File: config.mk
export PLATFORM = sky130hd
export DESIGN_NAME = strobed_decoder
export DESIGN_NICKNAME = d
export VERILOG_FILES = /design/src/rtl/stdec_pkg.sv /design/src/rtl/strobed_decoder_ctrl.sv /design/src/rtl/strobed_decoder_dp.sv /design/src/rtl/strobed_decoder.sv
export SDC_FILE = /design/constraint.sdc
export NUM_CORES = 1
export LEC_CHECK = 0
export BUFFER_PORTS_ARGS = -buffer_cell sky130_fd_sc_hd__buf_2
export CAP_MARGIN = 20
export CORE_AREA = 2 2 39 41
export CTS_CLUSTER_SIZE = 24
export DETAILED_ROUTE_END_ITERATION = 8
export DIE_AREA = 0 0 41 43
export PLACE_DENSITY_LB_ADDON = 0.08
export SYNTH_ARGS = -nofsm -noshare
export SYNTH_HDL_FRONTEND = slang
export SYNTH_SLANG_ARGS = --single-unit
export TNS_END_PERCENT = 20
File: constraint.sdc
create_clock -name clk -period 0.9 [get_ports clk]
set_input_delay 0.135 -clock clk [delete_from_list [all_inputs] [get_ports clk]]
set_output_delay 0.135 -clock clk [all_outputs]
set_load 0.02 [all_outputs]
File: src/rtl/stdec_pkg.sv
`timescale 1ns/1ps
package stdec_pkg;
  // strobes from control to datapath
  typedef struct packed {
    logic load;   // register copies data at this edge
    logic blank;  // force outputs to the inactive level
  } stdec_ctrl_t;
endpackage

File: src/rtl/strobed_decoder_ctrl.sv
`timescale 1ns/1ps
module strobed_decoder_ctrl
  import stdec_pkg::*;
(
  input  logic        strobe,
  input  logic        inhibit,
  output stdec_ctrl_t ctrl
);
  // Inhibit never gates the load: the register keeps running underneath.
  always_comb begin
    ctrl.load  = strobe;
    ctrl.blank = inhibit;
  end
endmodule

File: src/rtl/strobed_decoder_dp.sv
`timescale 1ns/1ps
module strobed_decoder_dp
  import stdec_pkg::*;
#(
  parameter int CODE_W      = 4,
  parameter bit ACTIVE_HIGH = 1'b1
) (
  input  logic                   clk,
  input  logic                   rst,
  input  logic [CODE_W-1:0]      data,
  input  stdec_ctrl_t            ctrl,
  output logic [(1<<CODE_W)-1:0] out
);
  localparam int LINES = 1 << CODE_W;

  logic [CODE_W-1:0] heldCode;
  logic [LINES-1:0]  selLines;
  logic [LINES-1:0]  activePattern;
  logic [LINES-1:0]  idleLevel;

  always_ff @(posedge clk) begin
    if (rst)            heldCode <= '0;
    else if (ctrl.load) heldCode <= data;
  end

  for (genvar i = 0; i < LINES; i++) begin : g_line
    assign selLines[i] = (heldCode == CODE_W'(i));
  end

  if (ACTIVE_HIGH) begin : g_pol_high
    assign activePattern = selLines;
    assign idleLevel     = '0;
  end else begin : g_pol_low
    assign activePattern = ~selLines;
    assign idleLevel     = '1;
  end

  always_comb out = ctrl.blank ? idleLevel : activePattern;
endmodule

File: src/rtl/strobed_decoder.sv
`timescale 1ns/1ps
module strobed_decoder
  import stdec_pkg::*;
#(
  parameter int CODE_W      = 4,
  parameter bit ACTIVE_HIGH = 1'b1
) (
  input  logic                   clk,
  input  logic                   rst,
  input  logic [CODE_W-1:0]      data,
  input  logic                   strobe,
  input  logic                   inhibit,
  output logic [(1<<CODE_W)-1:0] out
);
  stdec_ctrl_t ctrl;

  strobed_decoder_ctrl u_ctrl (
    .strobe (strobe),
    .inhibit(inhibit),
    .ctrl   (ctrl)
  );

  strobed_decoder_dp #(.CODE_W(CODE_W), .ACTIVE_HIGH(ACTIVE_HIGH)) u_dp (
    .clk (clk),
    .rst (rst),
    .data(data),
    .ctrl(ctrl),
    .out (out)
  );
endmodule

== After elaboration in Yosys (flattened, before gate mapping) ==
Index checks and enable logic that the tools add are counted.

* Flip-flop bits (word level): 4
* Bits of input ports: 8
* Output and inout bits: 16

* Equal/unequal tests: 15
* Muxes and demuxes: 1
* Reduce and logical (&&, ||, !) cells: 1

{| class="wikitable"
|+ Operators with widths
! operator !! number
|-
| == test 4 bit, second input constant || 8
|-
| == test 4 x 3 -> 1 bit, second input constant || 4
|-
| 2-to-1 mux 16 bit || 1
|-
| == test 4 x 2 -> 1 bit, second input constant || 2
|-
| == test 4 x 1 -> 1 bit, second input constant || 1
|-
| logical NOT 4 bit || 1
|}

== Longest topological paths before layout ==
Gate-level depths: netlist (run 1).

* Word-level depth: 2
* Mapped depth: 3

== Modules after synthesis ==
A second synthesis (run 1) with hierarchy kept.

* Cells, all modules: 38
* Area, all modules: 266.5 um^2

{| class="wikitable"
|+ By module, submodules not included
! module !! instances !! cells each !! area each (um^2)
|-
| strobed_decoder_dp || 1 || 36 || 251.5
|-
| strobed_decoder_ctrl || 1 || 2 || 15.0
|}

== Worst setup path before layout (run 1) ==
OpenSTA, ideal clock, no wires.

* Path kind: register to output
* From: register u_dp.heldCode[1]
* To: output port out[2]
* Arrival time: 1.213 ns
* Setup slack: -0.448 ns
* Stages on the path, launching flop included: 3
* Cell sequence: dfxtp_1 or3b_1 nor3_1

* Word-level cells in the longest chain between the ends: 2

{| class="wikitable"
|+ Ends and longest elaborated chain
! item !! line !! RTL
|-
| from (decl) || strobed_decoder_dp.sv:16 || <nowiki>logic [CODE_W-1:0] heldCode;</nowiki>
|-
| from (signal assigned) || strobed_decoder_dp.sv:23 || <nowiki>else if (ctrl.load) heldCode <= data;</nowiki>
|-
| == test 4 x 2 -> 1 bit || strobed_decoder_dp.sv:27 || <nowiki>assign selLines[i] = (heldCode == CODE_W'(i));</nowiki>
|-
| 2-to-1 mux 16 bit || strobed_decoder_dp.sv:38 || <nowiki>always_comb out = ctrl.blank ? idleLevel : activePattern;</nowiki>
|-
| to (decl) || strobed_decoder.sv:13 || <nowiki>output logic [(1<<CODE_W)-1:0] out</nowiki>
|}

No other way between the ends.

== Worst setup path in the final report (run 1) ==
Ends and elaborated chain as after synthesis.

==> results of run 1 <==
==> path summary, 6_finish.rpt <==
kind / start / slack, ns / cells after the start / to
max: u_dp.heldCode[1] / -0.54 / 3 / out[2]
min: rst / 0.11 / 2 / u_dp.heldCode[1]
max reg2reg: u_dp.heldCode[3] / 0.09 / 3 / u_dp.heldCode[3]
min reg2reg: u_dp.heldCode[1] / 0.52 / 2 / u_dp.heldCode[1]
==> power groups by stage <==
stage          combinational [mW]  clock [mW]  sequential [mW]
6_report                    0.180       0.213            0.209
5_1_grt                     0.192       0.234            0.211
4_1_cts                     0.181       0.227            0.207
3_5_place_dp                0.162           0            0.208
3_3_place_gp                0.162           0            0.208
2_1_floorplan              0.0992           0            0.214
==> logic make-up after synthesis <==
| family | Yosys count | synth area share [%] |
|---|---|---|
| simple gates | 27 | 50.7 |
| mux | 4 | 15.9 |
| flops | 4 | 31.8 |
| buf+inv | 1 | 1.49 |
==> critical path, cell delays in order, from the launching register on <==
cell and delay (ns):
dfxtp_2 0.35, or3b_4 0.45, nor3_4 0.14, buf_6 0.14
==> cell type report <==
type	count	area share, %
clock buffers	3	3.42
well taps	16	3.04
flip-flops and latches	4	12.9
repair buffers	28	36.8
multi-input cells	31	43.8
==> metal layers <==
layer | share of wire (%) | GRT usage [%] | wire length, um
met5 | 0 | 0 | 0
met4 | 0 | 6.00 | 0
met3 | 9.0 | 3.14 | 73
met2 | 50 | 16.9 | 404
met1 | 41 | 11.3 | 330
==> repair_timing <==
action	in CTS	in global routing
setup endpoints to repair	16	16
resized for setup	24	9
hold buffers	0	0
pin swaps	7	3
==> cells in the final DEF (no fill, tap or decap), types with 2 or more instances in the layout <==
cell type,count
buf_2,8
buf_4,6
buf_6,14
clkbuf_4,3
dfxtp_2,4
mux2i_1,4
nand2b_4,2
nor2_1,4
nor2_2,6
nor2_4,6
nor3_4,3
or3b_4,2
==> run metrics, run 1 <==
status=finished, violations left; failing checks=negative setup slack; Finished Cell Area=between 600 and 700 um^2; ys async rst share=0%; P_leak=around 0.27 nW; number of remaining DRC errors=0; min-delay worst type=in2reg; Routed WL per cell=9.85 um; port buffer count=23; die area=1760 um^2; Flop pwr share=between 30% and 40%; maximum clock insertion buffer count=2; max FFs per register=4; area leader, netlist=dfxtp_1; Reg clk slew, reported paths=around 0.040 ns; max_cap viols=0; GRT Util Overall=a little over a tenth; synth cell count leaders=16 x nor2_1, 4 x dfxtp_1, 4 x mux2i_1, 4 x nor3_1; initial core utilization=roughly 18%; Yosys top cell area share=31.8%; largest net degree at the start of global routing=7; post-route ant nets=0; via count=about 350; Pwr Total=0.602 mW; Finished Core Util=a little under half; fin crit period=around 1.4 ns; placed cells=just under 80; I/O Pins=24; pwr dens=a little over 900 nW/um^2; Comb pwr share=29.9%; DR pass1 iterations=2; filler cell count=126; Net Sw Frac=between 20% and 30%; Post-synth EDFFs=0; Post-Syn Instances=36; # diodes=0; global-route wire length before repair=around 1200 um; Clock Skews=0 ns; period utilisation layout=160%; Top FF cell, synth=dfxtp_1; share of layout cells above drive strength 1=between 80% and 90%; Seq/Total Area, Yosys=a little under a third; switching pwr=about 0.17 mW; FP Rows=14; TNS Setup=-6.94 ns; Worst Setup End Kind=output port; Hold Vio Cnt, Final=0; most common cell in the netlist=nor2_1; Slew Limit Fails=0; Int Pwr=between 0.4 and 0.5 mW; Synthesized Nets=44; mean number of vias per cell=approximately 4.3; Synth Area per Inst=between 6 and 7 um^2; Max Fclk=693 MHz; clock sink count=4; WL final=just over 800 um; CTS tree=done; Peak VDD IR=0.496 mV; initial antenna violation count=0; critical path arrival=roughly 1.3 ns; FF+latch count, synth=4; Final GP Congestion=a little over 0.6; FF/Latch Area=85.1 um^2; clock tree root driver cell=clkbuf_4; RSZ-0062 raised after global routing=true; multi-input logic area=289 um^2; Die Height=43 um; Hold WS=about 0.11 ns; crit-path max FO=5; Post-CTS Setup Repair Bufs=0; worst setup margin=-0.543 ns; core area=between 1000 and 1500 um^2; Synth warnings=0; crit path kind=reg2out; initial DRC count=1; post-place setup slack=-0.333 ns; top flop regs=u_dp.heldCode x4; H-tree Lvls=1; final setup vio count=16; total grt overflow=0; vias in the first global route=303; Layout area overhead=162%; non-filler cells, final=82; final net count=76; Netlist Area Pre-Place=251 um^2; critical path startpoint category=flip-flop; synth unique cells=10; Clk network pwr share=about 35%; Crit path required time=around 0.76 ns; Num CTS Buffers=3; Cell Area, Placed=roughly 530 um^2; Horiz. Die Dim=41 um; Worst Tran Pin Value=about 0.13 ns; DP HPWL=666 um; Biggest register=u_dp.heldCode; Clock Latency Late Sink=between 0.2 and 0.25 ns; most area-consuming cells after synthesis=dfxtp_1 32%, nor2_1 24%, mux2i_1 16%; max_slew headroom=about 90%
(Power assumes the default switching activity.)
==> inputs of run 2 (changes only) <==
- CELL_PAD_IN_SITES_DETAIL_PLACEMENT: unset -> 0
- CELL_PAD_IN_SITES_GLOBAL_PLACEMENT: unset -> 2
- CORE_AREA: 2 2 39 41 -> unset
- CORE_MARGIN: unset -> 2
- CORE_UTILIZATION: unset -> 14
- DIE_AREA: 0 0 41 43 -> unset
- SLEW_MARGIN: unset -> 25
- clock period: 0.9 -> 1.5 ns (I/O delays scaled with it)
==> run 2 against run 1 <==
The run still ends with negative setup slack left. Wire length up 4.3%. Worst setup slack better by 0.54 ns. Hold slack better by 0.091 ns. Register-to-register slack better by 0.76 ns. Combinational power down 62%. Power down 46%. Non-clock buffer count down 5. Critical path depth unchanged. Global-route usage down 1.5 points. Final area down 26%. Final cell count up 4.9%. Critical endpoint is now out[6].
==> run metrics, run 2 (synthesized netlist as in run 1, its figures left out) <==
critical path startpoint category=flip-flop; fin crit period=around 1.5 ns; H-tree Lvls=1; clock sink count=4; Worst Setup End Kind=output port; Horiz. Die Dim=46.4 um; WL final=843 um; critical path arrival=roughly 1.3 ns; Final GP Congestion=about 0.62; max_slew headroom=between 80 and 90%; clock tree root driver cell=clkbuf_4; Clock Latency Late Sink=between 0.2 and 0.25 ns; share of layout cells above drive strength 1=between 60% and 70%; Reg clk slew, reported paths=0.04 ns; Int Pwr=0.236 mW; Die Height=between 40 and 50 um; pwr dens=about 660 nW/um^2; flop-to-flop setup slack=~0.85 ns; R2R depth=2; Worst R2R Start=u_dp.heldCode[3]; Finished Core Util=28.6%; final setup vio count=1; initial DRC count=1; CTS tree=done; RSZ-0062 raised after global routing=true; Worst Path Buf+Inv=1; failing checks=negative setup slack; largest net degree at the start of global routing=9; core area=1710 um^2; P_leak=0.238 nW; global-route wire length before repair=1270 um; worst-path cell chain=or3b_4 > nor2_1 > buf_4; hold_buf cts=0; slowest stage delay, CP=around 0.43 ns; GRT Util Overall=approximately 9.0%; max FFs per register=4; period utilisation layout=100%; commonest non-fill, non-tap cell in the layout=nor2_1; Layout area overhead=94.5%; DR pass1 iterations=2; DP HPWL=683 um; Peak VDD IR=between 0.6 and 0.7 mV; most frequent cells in the layout=14 x nor2_1, 12 x buf_2, 9 x buf_4, 4 x mux2i_1; mean number of vias per cell=between 3 and 4; reg2reg end=u_dp.heldCode[3]; port buffer count=23; total grt overflow=0; Crit path required time=1.27 ns; Comb pwr share=about a fifth; TNS Setup=-0.000195 ns; Clock Skews=0 ns; post-route ant nets=0; min-delay worst type=in2reg; Worst Tran Pin Value=0.182 ns; Hold Vio Cnt, Final=0; CP Depth=3; FP Rows=15; status=finished, violations left; switching pwr=about 0.086 mW; Net Sw Frac=26.7%; placed cells=between 80 and 90; top flop regs=u_dp.heldCode x4; die area=2150 um^2; post-place setup slack=roughly 0.13 ns; I/O Pins=24; Biggest register=u_dp.heldCode; CP Capture Point=out[6]; Clk network pwr share=39.8%; CP top delay family=simple AND/OR/NAND/NOR gates; Pwr Total=roughly 0.32 mW; Critical Path Start=u_dp.heldCode[0]; vias in the first global route=287; Num CTS Buffers=3; initial core utilization=~15%; Flop pwr share=38.9%; via count=between 300 and 400; crit-path max FO=5; Slew Limit Fails=0; worst setup margin=-0.000195 ns; final net count=71; Max Fclk=~670 MHz; max_cap viols=0; non-filler cells, final=86; crit path kind=reg2out; Routed WL per cell=9.80 um; maximum clock insertion buffer count=2; number of remaining DRC errors=0; # diodes=0; initial antenna violation count=0; CP max-delay cell=or3b_4
-- run 2: cell count changes in the layout (fill, tap and decap cells not counted), moves of 2 or more --
cell,delta
nor2_4,-6
nor2_2,-4
buf_2,+4
buf_4,+3
nor3_2,+3
nand2b_4,-2
nor3_4,-3
nand2b_1,+2
nor2_1,+10
buf_6,-12
-- run 2: timing repair --
| action | in CTS | in global routing |
|---|---|---|
| buffers inserted | 0 | 0 |
| gates resized for setup | 13 | 13 |
| endpoints found under the hold margin | 0 | 0 |
| pin swaps | 2 | 0 |
| cloned | 0 | 0 |
| setup endpoints to repair | 12 | 14 |
-- run 2: routing by layer --
metal	part of all wire (%)	up-vias	GRT usage, %
li1	-	170	-
met1	42	146	10.6
met2	49	14	13.6
met3	8.9	0	4.71
met4	0	0	3.43
met5	0	-	0
-- run 2: how the worst min path moves through the flow --
stage	from	endpoint	depth (start not counted)
floorplan	rst	u_dp.heldCode[0]	1
global placement	rst	u_dp.heldCode[0]	2
detailed placement	rst	u_dp.heldCode[3]	2
CTS	rst	u_dp.heldCode[0]	2
global route	rst	u_dp.heldCode[2]	2
finish	rst	u_dp.heldCode[3]	2
-- run 2: final cells by class --
cell class	count	area, um^2
clock buffers	3	22.5
fillers	205	1220
multi-input cells	31	198
flip-flops and latches	4	87.6
well taps	25	31.3
repair buffers	23	150
-- run 2: power by group through the flow --
stage | Clock [mW] | Combinational, mW | Sequential, mW
after detailed placement | 0 | 0.0582 | 0.125
after CTS | 0.136 | 0.0645 | 0.125
final | 0.128 | 0.0685 | 0.126
after global placement | 0 | 0.0598 | 0.125
after floorplan | 0 | 0.0362 | 0.122
after global routing | 0.151 | 0.0751 | 0.127
-- run 2: stage by stage --
stage / hold WS, ns / instance area [um^2]
floorplan: 0.297 / 251
finish: 0.197 / 489
CTS: 0.194 / 454
global route: 0.195 / 489
global placement: 0.454 / 394
detailed placement: 0.443 / 394
-- run 2: worst reg2reg max path, stage by stage (launching register included) --
cell and delay, ns:
dfxtp_2 0.36, mux2i_1 0.13, nor2_1 0.05
